===== src/rtl/rqs_pkg.sv =====
package rqs_pkg;

  typedef enum logic [1:0] {
    ST_IDLE  = 2'd0,
    ST_DRAIN = 2'd1,
    ST_FILL  = 2'd2
  } sw_stage_e;

  function automatic logic stage_forces_pop(input sw_stage_e st);
    return (st == ST_DRAIN) || (st == ST_FILL);
  endfunction

  function automatic sw_stage_e next_stage(input sw_stage_e st, input logic sel);
    if (sel) return ST_DRAIN;
    case (st)
      ST_DRAIN: return ST_FILL;
      default:  return ST_IDLE;
    endcase
  endfunction

endpackage


===== src/rtl/rqs_decode.sv =====
module rqs_decode #(
  parameter int ADDR_W = 8,
  parameter int ID_W   = 3,
  parameter int QSEL_W = 4
) (
  input  logic [ADDR_W-1:0] rd_addr,
  input  logic              addr_stb,
  input  logic              sect_stb,
  input  logic [ID_W-1:0]   dev_id,
  output logic              q_sel_evt,
  output logic              sect_evt,
  output logic              stb_clash,
  output logic [QSEL_W-1:0] new_q,
  output logic              new_sect
);

  function automatic logic id_hit(input logic [ADDR_W-1:0] a, input logic [ID_W-1:0] id);
    return a[ADDR_W-1 -: ID_W] == id;
  endfunction

  logic hit;
  logic unused_mid_bits;

  assign hit             = id_hit(rd_addr, dev_id);
  assign q_sel_evt       = addr_stb && hit;
  assign sect_evt        = sect_stb && !addr_stb && hit;
  assign stb_clash       = addr_stb && sect_stb;
  assign new_q           = rd_addr[QSEL_W-1:0];
  assign new_sect        = rd_addr[0];
  assign unused_mid_bits = ^rd_addr;

endmodule


===== src/rtl/rqs_switch_seq.sv =====
module rqs_switch_seq
  import rqs_pkg::*;
#(
  parameter int QSEL_W = 4
) (
  input  logic              clk,
  input  logic              rst_n,
  input  logic              q_sel_evt,
  input  logic [QSEL_W-1:0] new_q,
  output logic [QSEL_W-1:0] cur_q,
  output logic              force_pop
);

  sw_stage_e         stage;
  logic [QSEL_W-1:0] pend_q;

  always_ff @(posedge clk or negedge rst_n) begin
    if (!rst_n) begin
      cur_q  <= '0;
      pend_q <= '0;
      stage  <= ST_IDLE;
    end else begin
      if (stage == ST_DRAIN) cur_q <= pend_q;
      if (q_sel_evt) pend_q <= new_q;
      stage <= next_stage(stage, q_sel_evt);
    end
  end

  assign force_pop = stage_forces_pop(stage);

endmodule


===== src/rtl/rqs_pop_gen.sv =====
module rqs_pop_gen #(
  parameter int NUM_Q  = 16,
  parameter int QSEL_W = 4
) (
  input  logic [QSEL_W-1:0] cur_q,
  input  logic              want_pop,
  input  logic [NUM_Q-1:0]  q_empty,
  output logic [NUM_Q-1:0]  q_pop
);

  for (genvar i = 0; i < NUM_Q; i++) begin : g_pop
    assign q_pop[i] = want_pop && (cur_q == QSEL_W'(i)) && !q_empty[i];
  end

endmodule


===== src/rtl/rd_queue_sel.sv =====
module rd_queue_sel #(
  parameter int ADDR_W = 8,
  parameter int ID_W   = 3,
  parameter int NUM_Q  = 16,
  localparam int QSEL_W = $clog2(NUM_Q)
) (
  input  logic              clk,
  input  logic              rst_n,
  input  logic [ADDR_W-1:0] rd_addr,
  input  logic              addr_stb,
  input  logic              sect_stb,
  input  logic              rd_en,
  input  logic [ID_W-1:0]   dev_id,
  input  logic [NUM_Q-1:0]  q_empty,
  output logic [NUM_Q-1:0]  q_pop,
  output logic [QSEL_W-1:0] out_sel,
  output logic              sector_sel,
  output logic              proto_err
);

  logic              q_sel_evt;
  logic              sect_evt;
  logic              stb_clash;
  logic [QSEL_W-1:0] new_q;
  logic              new_sect;
  logic              force_pop;
  logic              want_pop;

  rqs_decode #(.ADDR_W(ADDR_W), .ID_W(ID_W), .QSEL_W(QSEL_W)) u_dec (
    .rd_addr   (rd_addr),
    .addr_stb  (addr_stb),
    .sect_stb  (sect_stb),
    .dev_id    (dev_id),
    .q_sel_evt (q_sel_evt),
    .sect_evt  (sect_evt),
    .stb_clash (stb_clash),
    .new_q     (new_q),
    .new_sect  (new_sect)
  );

  rqs_switch_seq #(.QSEL_W(QSEL_W)) u_seq (
    .clk       (clk),
    .rst_n     (rst_n),
    .q_sel_evt (q_sel_evt),
    .new_q     (new_q),
    .cur_q     (out_sel),
    .force_pop (force_pop)
  );

  assign want_pop = force_pop || rd_en;

  rqs_pop_gen #(.NUM_Q(NUM_Q), .QSEL_W(QSEL_W)) u_pop (
    .cur_q    (out_sel),
    .want_pop (want_pop),
    .q_empty  (q_empty),
    .q_pop    (q_pop)
  );

  always_ff @(posedge clk or negedge rst_n) begin
    if (!rst_n) begin
      sector_sel <= 1'b0;
      proto_err  <= 1'b0;
    end else begin
      if (sect_evt) sector_sel <= new_sect;
      proto_err <= stb_clash;
    end
  end

endmodule


===== config.mk =====
export PLATFORM = sky130hd
export DESIGN_NAME = rd_queue_sel
export DESIGN_NICKNAME = d
export VERILOG_FILES = /design/src/rtl/rqs_pkg.sv /design/src/rtl/rqs_decode.sv /design/src/rtl/rqs_switch_seq.sv /design/src/rtl/rqs_pop_gen.sv /design/src/rtl/rd_queue_sel.sv
export SDC_FILE = /design/constraint.sdc
export NUM_CORES = 1
export LEC_CHECK = 0
export BUFFER_PORTS_ARGS = -buffer_cell sky130_fd_sc_hd__buf_4
export CAP_MARGIN = 20
export CORE_UTILIZATION = 35
export DETAILED_ROUTE_END_ITERATION = 6
export GPL_TIMING_DRIVEN = 0
export PLACE_DENSITY_LB_ADDON = 0.25
export SKIP_CTS_REPAIR_TIMING = 1
export SYNTH_ARGS = -nofsm -noshare
export SYNTH_HDL_FRONTEND = slang
export SYNTH_SLANG_ARGS = --single-unit

===== constraint.sdc =====
create_clock -name clk -period 2.7 [get_ports clk]
set_input_delay 0.405 -clock clk [delete_from_list [all_inputs] [get_ports clk]]
set_output_delay 0.405 -clock clk [all_outputs]
set_load 0.1 [all_outputs]

==> results.json, run 1 <==
{
  "start_util": 0.392,
  "cp_max_fo": 4,
  "crit_type": "reg -> out",
  "power_mw": 1.22,
  "fin_nets": 147,
  "antenna_cells": 0,
  "grt_pass1_vias": 707,
  "wl_per_cell_um": 15.3,
  "die-area_sq_mm": 0.00196,
  "cts_max_path_buffers": 2,
  "period_minus_slack_ps": 2520,
  "die_h_um": 44.3,
  "hp-start": "sect_stb",
  "path_clk_slew_ps": 70,
  "synthDominantCellAreaShare": 0.480,
  "synth_area_leaders": "dfrtp_1 48%, mux2_2 16%, nor3_1 9.6%, xnor2_1 4.2%, nor4_1 4.0%",
  "rsz0062_at_grt": "false",
  "r2r-end": "u_seq.cur_q[2]",
  "antenna_found_initial": 0,
  "cp_slowest_cell": "or3b_1",
  "cap_violations": 0,
  "dr.pass1.iters": 4,
  "final_common_cell": "buf_4",
  "worstPathRequired_ps": 2300,
  "wl_met2_mm": 1.21,
  "postSynthAreaPerCell_sq_um": 11.2,
  "timing.setup.tns_ps": 0,
  "yosysTopAreaCell": "dfrtp_1",
  "root_buffer": "clkbuf_4",
  "ys_seq_elements": 12,
  "startpoint_type": "flop",
  "dpl_worst_slack_ps": 474,
  "rows": 14,
  "io_pins": 54,
  "track_usage": 0.242,
  "maxSlewHeadroom": 0.675,
  "routed.top_layer": "met4",
  "worst-path-buf-inv": 1,
  "hold_class": "in -> reg",
  "postSynthCellCount": 56,
  "wl_met3_um": 91,
  "worst_slack_ps": 179,
  "worstMarginPinSlew_ps": 486,
  "drive_above_1_share": 0.777,
  "ys_async_sr_fraction": 1.00,
  "io_buffer_count": 52,
  "ys.warnings.count": 0,
  "syn_to_final_growth_pct": 104,
  "power.leakage_nw": 0.603,
  "ir_drop_v": 0.000645,
  "reg2regPathDepth": 3,
  "seq_area_frac_synth": 0.480,
  "status": "finished, final reports clean",
  "nFillCells": 98,
  "drc_errors": 0,
  "viasPerCell": 5.13,
  "power-per-cell-area_mw_per_mm2": 952,
  "cp_data_arrival_time_ps": 2120,
  "layout_common_cells": "52 x buf_4, 12 x nor3_4, 9 x mux2_2, 8 x dfrtp_1",
  "r2r_slack_ps": 1530,
  "post-route-period-util": 0.934,
  "fmax_mhz": 397,
  "synth_edf_count": 0,
  "holdPathEnd": "proto_err",
  "numCtsBuffers": 3,
  "clkSinkCount": 12,
  "clock_skew_ps": 3.82,
  "htree_levels": 1,
  "detail_route.wirelength_mm": 2.08,
  "clkLatencyLatePin_ps": 260,
  "grt_max_degree": 13,
  "place_hpwl_mm": 1.72,
  "synth-main-ff-cell": "dfrtp_1",
  "place.gp.congestion": 0.710,
  "vias": 698,
  "finalHoldViolations": 0,
  "r2r_start": "u_seq.stage[1]",
  "synthDistinctLibCells": 18,
  "cts_tree": "built",
  "whs_path_depth": 2,
  "core_sq_mm": 0.00159,
  "grt_overflow": 0,
  "synth_nets": 89,
  "max_stage_delay_ps": 540,
  "finalMaxSlewViolations": 0,
  "wl_met1_um": 761,
  "drtAntennaViolNets": 0,
  "crit_chain": "ha_1, nand2b_2, or3b_1, nor3_4, buf_4",
  "end_kind": "output port",
  "crit_family": "simple AND/OR/NAND/NOR gates",
  "grt_pass1_wl_mm": 3.38,
  "finalSetupViolations": 0,
  "chipWidth_um": 44.3,
  "syn_area_sq_um": 626,
  "drt_iter0_markers": 16
}
-- report_power, final --
| group | internal, mW | switching (mW) |
|---|---|---|
| clock | 0.0515 | 0.0527 |
| combinational | 0.187 | 0.586 |
| sequential | 0.243 | 0.0979 |
| total | 0.481 | 0.737 |
-- flip-flops by register name, indices dropped and copies added, names as in the netlist --
signal,flops
sector_sel,1
u_seq.cur_q,4
proto_err,1
u_seq.stage,2
u_seq.pend_q,4
-- worst max-delay path by stage --
| stage | to | slack [ps] | depth (start not counted) | startpoint |
|---|---|---|---|---|
| 2_1_floorplan | q_pop[0] | 40 | 4 | u_seq.stage[0] |
| 3_3_place_gp | q_pop[2] | 480 | 5 | u_seq.stage[0] |
| 3_5_place_dp | q_pop[3] | 470 | 5 | u_seq.stage[0] |
| 4_1_cts | q_pop[3] | 170 | 5 | u_seq.stage[0] |
| 5_1_grt | q_pop[3] | 90 | 6 | u_seq.stage[1] |
| 6_report | q_pop[3] | 180 | 5 | u_seq.stage[0] |
-- synthesized netlist by cell type (2+ instances only) --
library cell	instances
nand3b_1	2
nor4_1	4
nand2b_1	2
nor3_1	12
mux2_2	9
xnor2_1	3
dfrtp_1	12
inv_1	2
-- final cells by class --
type                            instances  area [sq um]  area share
Clock buffer                            3          22.5      0.0176
Inverter                                2          7.51     0.00587
Multi-Input combinational cell         42           513       0.401
Sequential cell                        12           305       0.239
Tap cell                               24          30.0      0.0235
Timing Repair Buffer                   53           400       0.313
-- cells by family after synthesis --
kind of cell | Yosys count | synth area share
simple gates | 29 | 0.284
flops | 12 | 0.480
mux | 9 | 0.162
xor+xnor | 3 | 0.0420
buf+inv | 2 | 0.0120
fa+ha+maj | 1 | 0.0200
-- per-stage QoR --
| stage | utilization | std cells | hold WS (ps) | instance area [sq um] |
|---|---|---|---|---|
| global route | 0.802 | 136 | 361 | 1280 |
| detailed placement | 0.782 | 132 | 253 | 1250 |
| floorplan | - | 56 | 109 | 826 |
| global placement | 0.782 | 132 | 248 | 1250 |
| CTS | 0.796 | 135 | -32.1 | 1270 |
| finish | 0.802 | 136 | 362 | 1280 |
-- per-layer routing --
metal | track usage | vias to the layer above
li1 | - | 320
met1 | 0.288 | 353
met2 | 0.447 | 23
met3 | 0.0531 | 2
met4 | 0.0485 | 0
met5 | 0 | -
-- worst register-to-register path, delay by kind of cell (launching register included) --
family | cells | cell delay [ps]
flops | 1 | 370
buf+inv | 1 | 50
mux | 1 | 370
fa+ha+maj | 1 | 270
(Power assumes the default switching activity.)
==> run 2: changes to the inputs <==
CORE_ASPECT_RATIO = 1.1   (was default)
HOLD_SLACK_MARGIN = 0.15   (was default)
==> run 2 against run 1 <==
Against the previous run:
- routed wire length down 9.1%
- highest routed layer unchanged
- sequential power about the same
- final cell count down 4.4%
- utilization down 1.3 points
- largest power group unchanged
- global-route usage down 3.0 points
- non-clock buffer count unchanged
- largest cell class unchanged
- register-to-register slack about the same
- clock skew down 2.2 ps
- cell area down 0.39%
- critical endpoint is now q_pop[2]
- first-iteration DRC count down 88%
==> results.json, run 2 (synthesis gave the netlist of run 1 again) <==
{
  "finalSetupViolations": 0,
  "cp_data_arrival_time_ps": 2090,
  "chipWidth_um": 42.3,
  "place.gp.congestion": 0.704,
  "drive_above_1_share": 0.770,
  "wl_per_cell_um": 14.5,
  "hp-start": "sect_stb",
  "r2r_start": "u_seq.stage[1]",
  "power_mw": 1.23,
  "wl_met2_mm": 1.08,
  "clkSinkCount": 12,
  "clkLatencyLatePin_ps": 260,
  "antenna_found_initial": 0,
  "timing.setup.tns_ps": 0,
  "hold_class": "in -> reg",
  "crit_type": "reg -> out",
  "numCtsBuffers": 3,
  "syn_to_final_growth_pct": 104,
  "power_frac_comb": 0.629,
  "nFillCells": 105,
  "p_int_mw": 0.487,
  "r2r_slack_ps": 1540,
  "end_kind": "output port",
  "fin_nets": 147,
  "finalMaxSlewViolations": 0,
  "status": "finished, final reports clean",
  "grt_pass1_wl_mm": 2.95,
  "cp_slowest_cell": "or3b_1",
  "crit_family": "simple AND/OR/NAND/NOR gates",
  "final_common_cell": "buf_4",
  "rows": 15,
  "io_buffer_count": 52,
  "placed_cells": 125,
  "final_cells": 130,
  "post-route-period-util": 0.923,
  "cts_max_path_buffers": 2,
  "antenna_cells": 0,
  "cp_max_fo": 4,
  "power-per-cell-area_mw_per_mm2": 964,
  "r2r-end": "u_seq.cur_q[0]",
  "worst-path-buf-inv": 1,
  "drtAntennaViolNets": 0,
  "place_area_sq_mm": 0.00124,
  "reg_top3": "u_seq.cur_q: 4 flops, u_seq.pend_q: 4 flops, u_seq.stage: 2 flops",
  "post-route-cell-area_sq_mm": 0.00127,
  "fmax_mhz": 401,
  "dpl_worst_slack_ps": 480,
  "clkPwrFrac": 0.091,
  "routed.top_layer": "met4",
  "holdPathEnd": "proto_err",
  "place_hpwl_mm": 1.54,
  "detail_route.wirelength_mm": 1.89,
  "crit_chain": "ha_1, nand2b_2, or3b_1, nor3_4, buf_4",
  "finalHoldViolations": 0,
  "clock_skew_ps": 1.60,
  "wl_met3_um": 127,
  "path_clk_slew_ps": 70,
  "power.leakage_nw": 0.605,
  "drc_errors": 0,
  "wl_met1_um": 666,
  "layout_common_cells": "52 x buf_4, 12 x nor3_4, 9 x mux2_2, 8 x dfrtp_1",
  "root_buffer": "clkbuf_4",
  "viasPerCell": 5.11,
  "rsz0062_at_grt": "false",
  "die_h_um": 46.3,
  "cap_violations": 0,
  "startpoint_type": "flop",
  "period_minus_slack_ps": 2490,
  "drt_iter0_markers": 2,
  "p_seq_frac": 0.279,
  "grt_pass1_vias": 630,
  "final_util": 0.789,
  "grt_overflow": 0,
  "dr.pass1.iters": 4,
  "core_sq_mm": 0.00161,
  "maxSlewHeadroom": 0.686,
  "start_util": 0.388,
  "track_usage": 0.212,
  "worstPathRequired_ps": 2300,
  "reg2regPathDepth": 3,
  "max_stage_delay_ps": 540,
  "worstMarginPinSlew_ps": 470,
  "switching_share": 0.603,
  "io_pins": 54,
  "vias": 664,
  "htree_levels": 1,
  "ir_drop_v": 0.000645,
  "cts_tree": "built",
  "die-area_sq_mm": 0.00196,
  "worst_slack_ps": 207,
  "whs_path_depth": 2,
  "switching_power_mw": 0.741,
  "grt_max_degree": 13,
  "hold-worst-slack_ps": 360
}
-- run 2: changes by cell type in the layout (fill, tap and decap cells not counted) --
| cell | change |
|---|---|
| clkbuf_1 | +1 |
-- run 2: power by group through the flow --
stage | clock network, mW | logic [mW] | registers, mW
final | 0.112 | 0.773 | 0.343
after global placement | 0 | 0.763 | 0.341
after CTS | 0.118 | 0.776 | 0.344
after floorplan | 0 | 0.354 | 0.585
after detailed placement | 0 | 0.773 | 0.347
after global routing | 0.124 | 0.801 | 0.356
-- run 2: area by class of cell --
| class | instances | area, sq um | share of cell area |
|---|---|---|---|
| sequential | 12 | 305 | 0.240 |
| timing repair buffer | 53 | 400 | 0.314 |
| multi-input combinational | 42 | 513 | 0.403 |
| inverter | 2 | 7.51 | 0.00589 |
| tap | 17 | 21.3 | 0.0167 |
| clock buffer | 4 | 26.3 | 0.0206 |
-- run 2: worst reg2reg max path, stage by stage (launching register included) --
cell and delay, ps:
dfrtp_1 360, inv_1 50, ha_1 260, mux2_2 370
-- run 2: worst max-delay path by stage --
stage / from / endpoint / slack, ps / depth (start not counted)
2_1_floorplan: u_seq.stage[0] / q_pop[0] / 40 / 4
3_3_place_gp: u_seq.stage[0] / q_pop[3] / 490 / 5
3_5_place_dp: u_seq.stage[0] / q_pop[2] / 480 / 5
4_1_cts: u_seq.stage[0] / q_pop[2] / 180 / 5
5_1_grt: u_seq.stage[0] / q_pop[2] / 120 / 5
6_report: u_seq.stage[0] / q_pop[2] / 210 / 5
-- run 2: per-layer routing --
metal,global-route usage,vias to the layer above
met1,0.224,313
met3,0.0431,2
li1,-,319
met2,0.412,30
met4,0.0938,0
met5,0,-
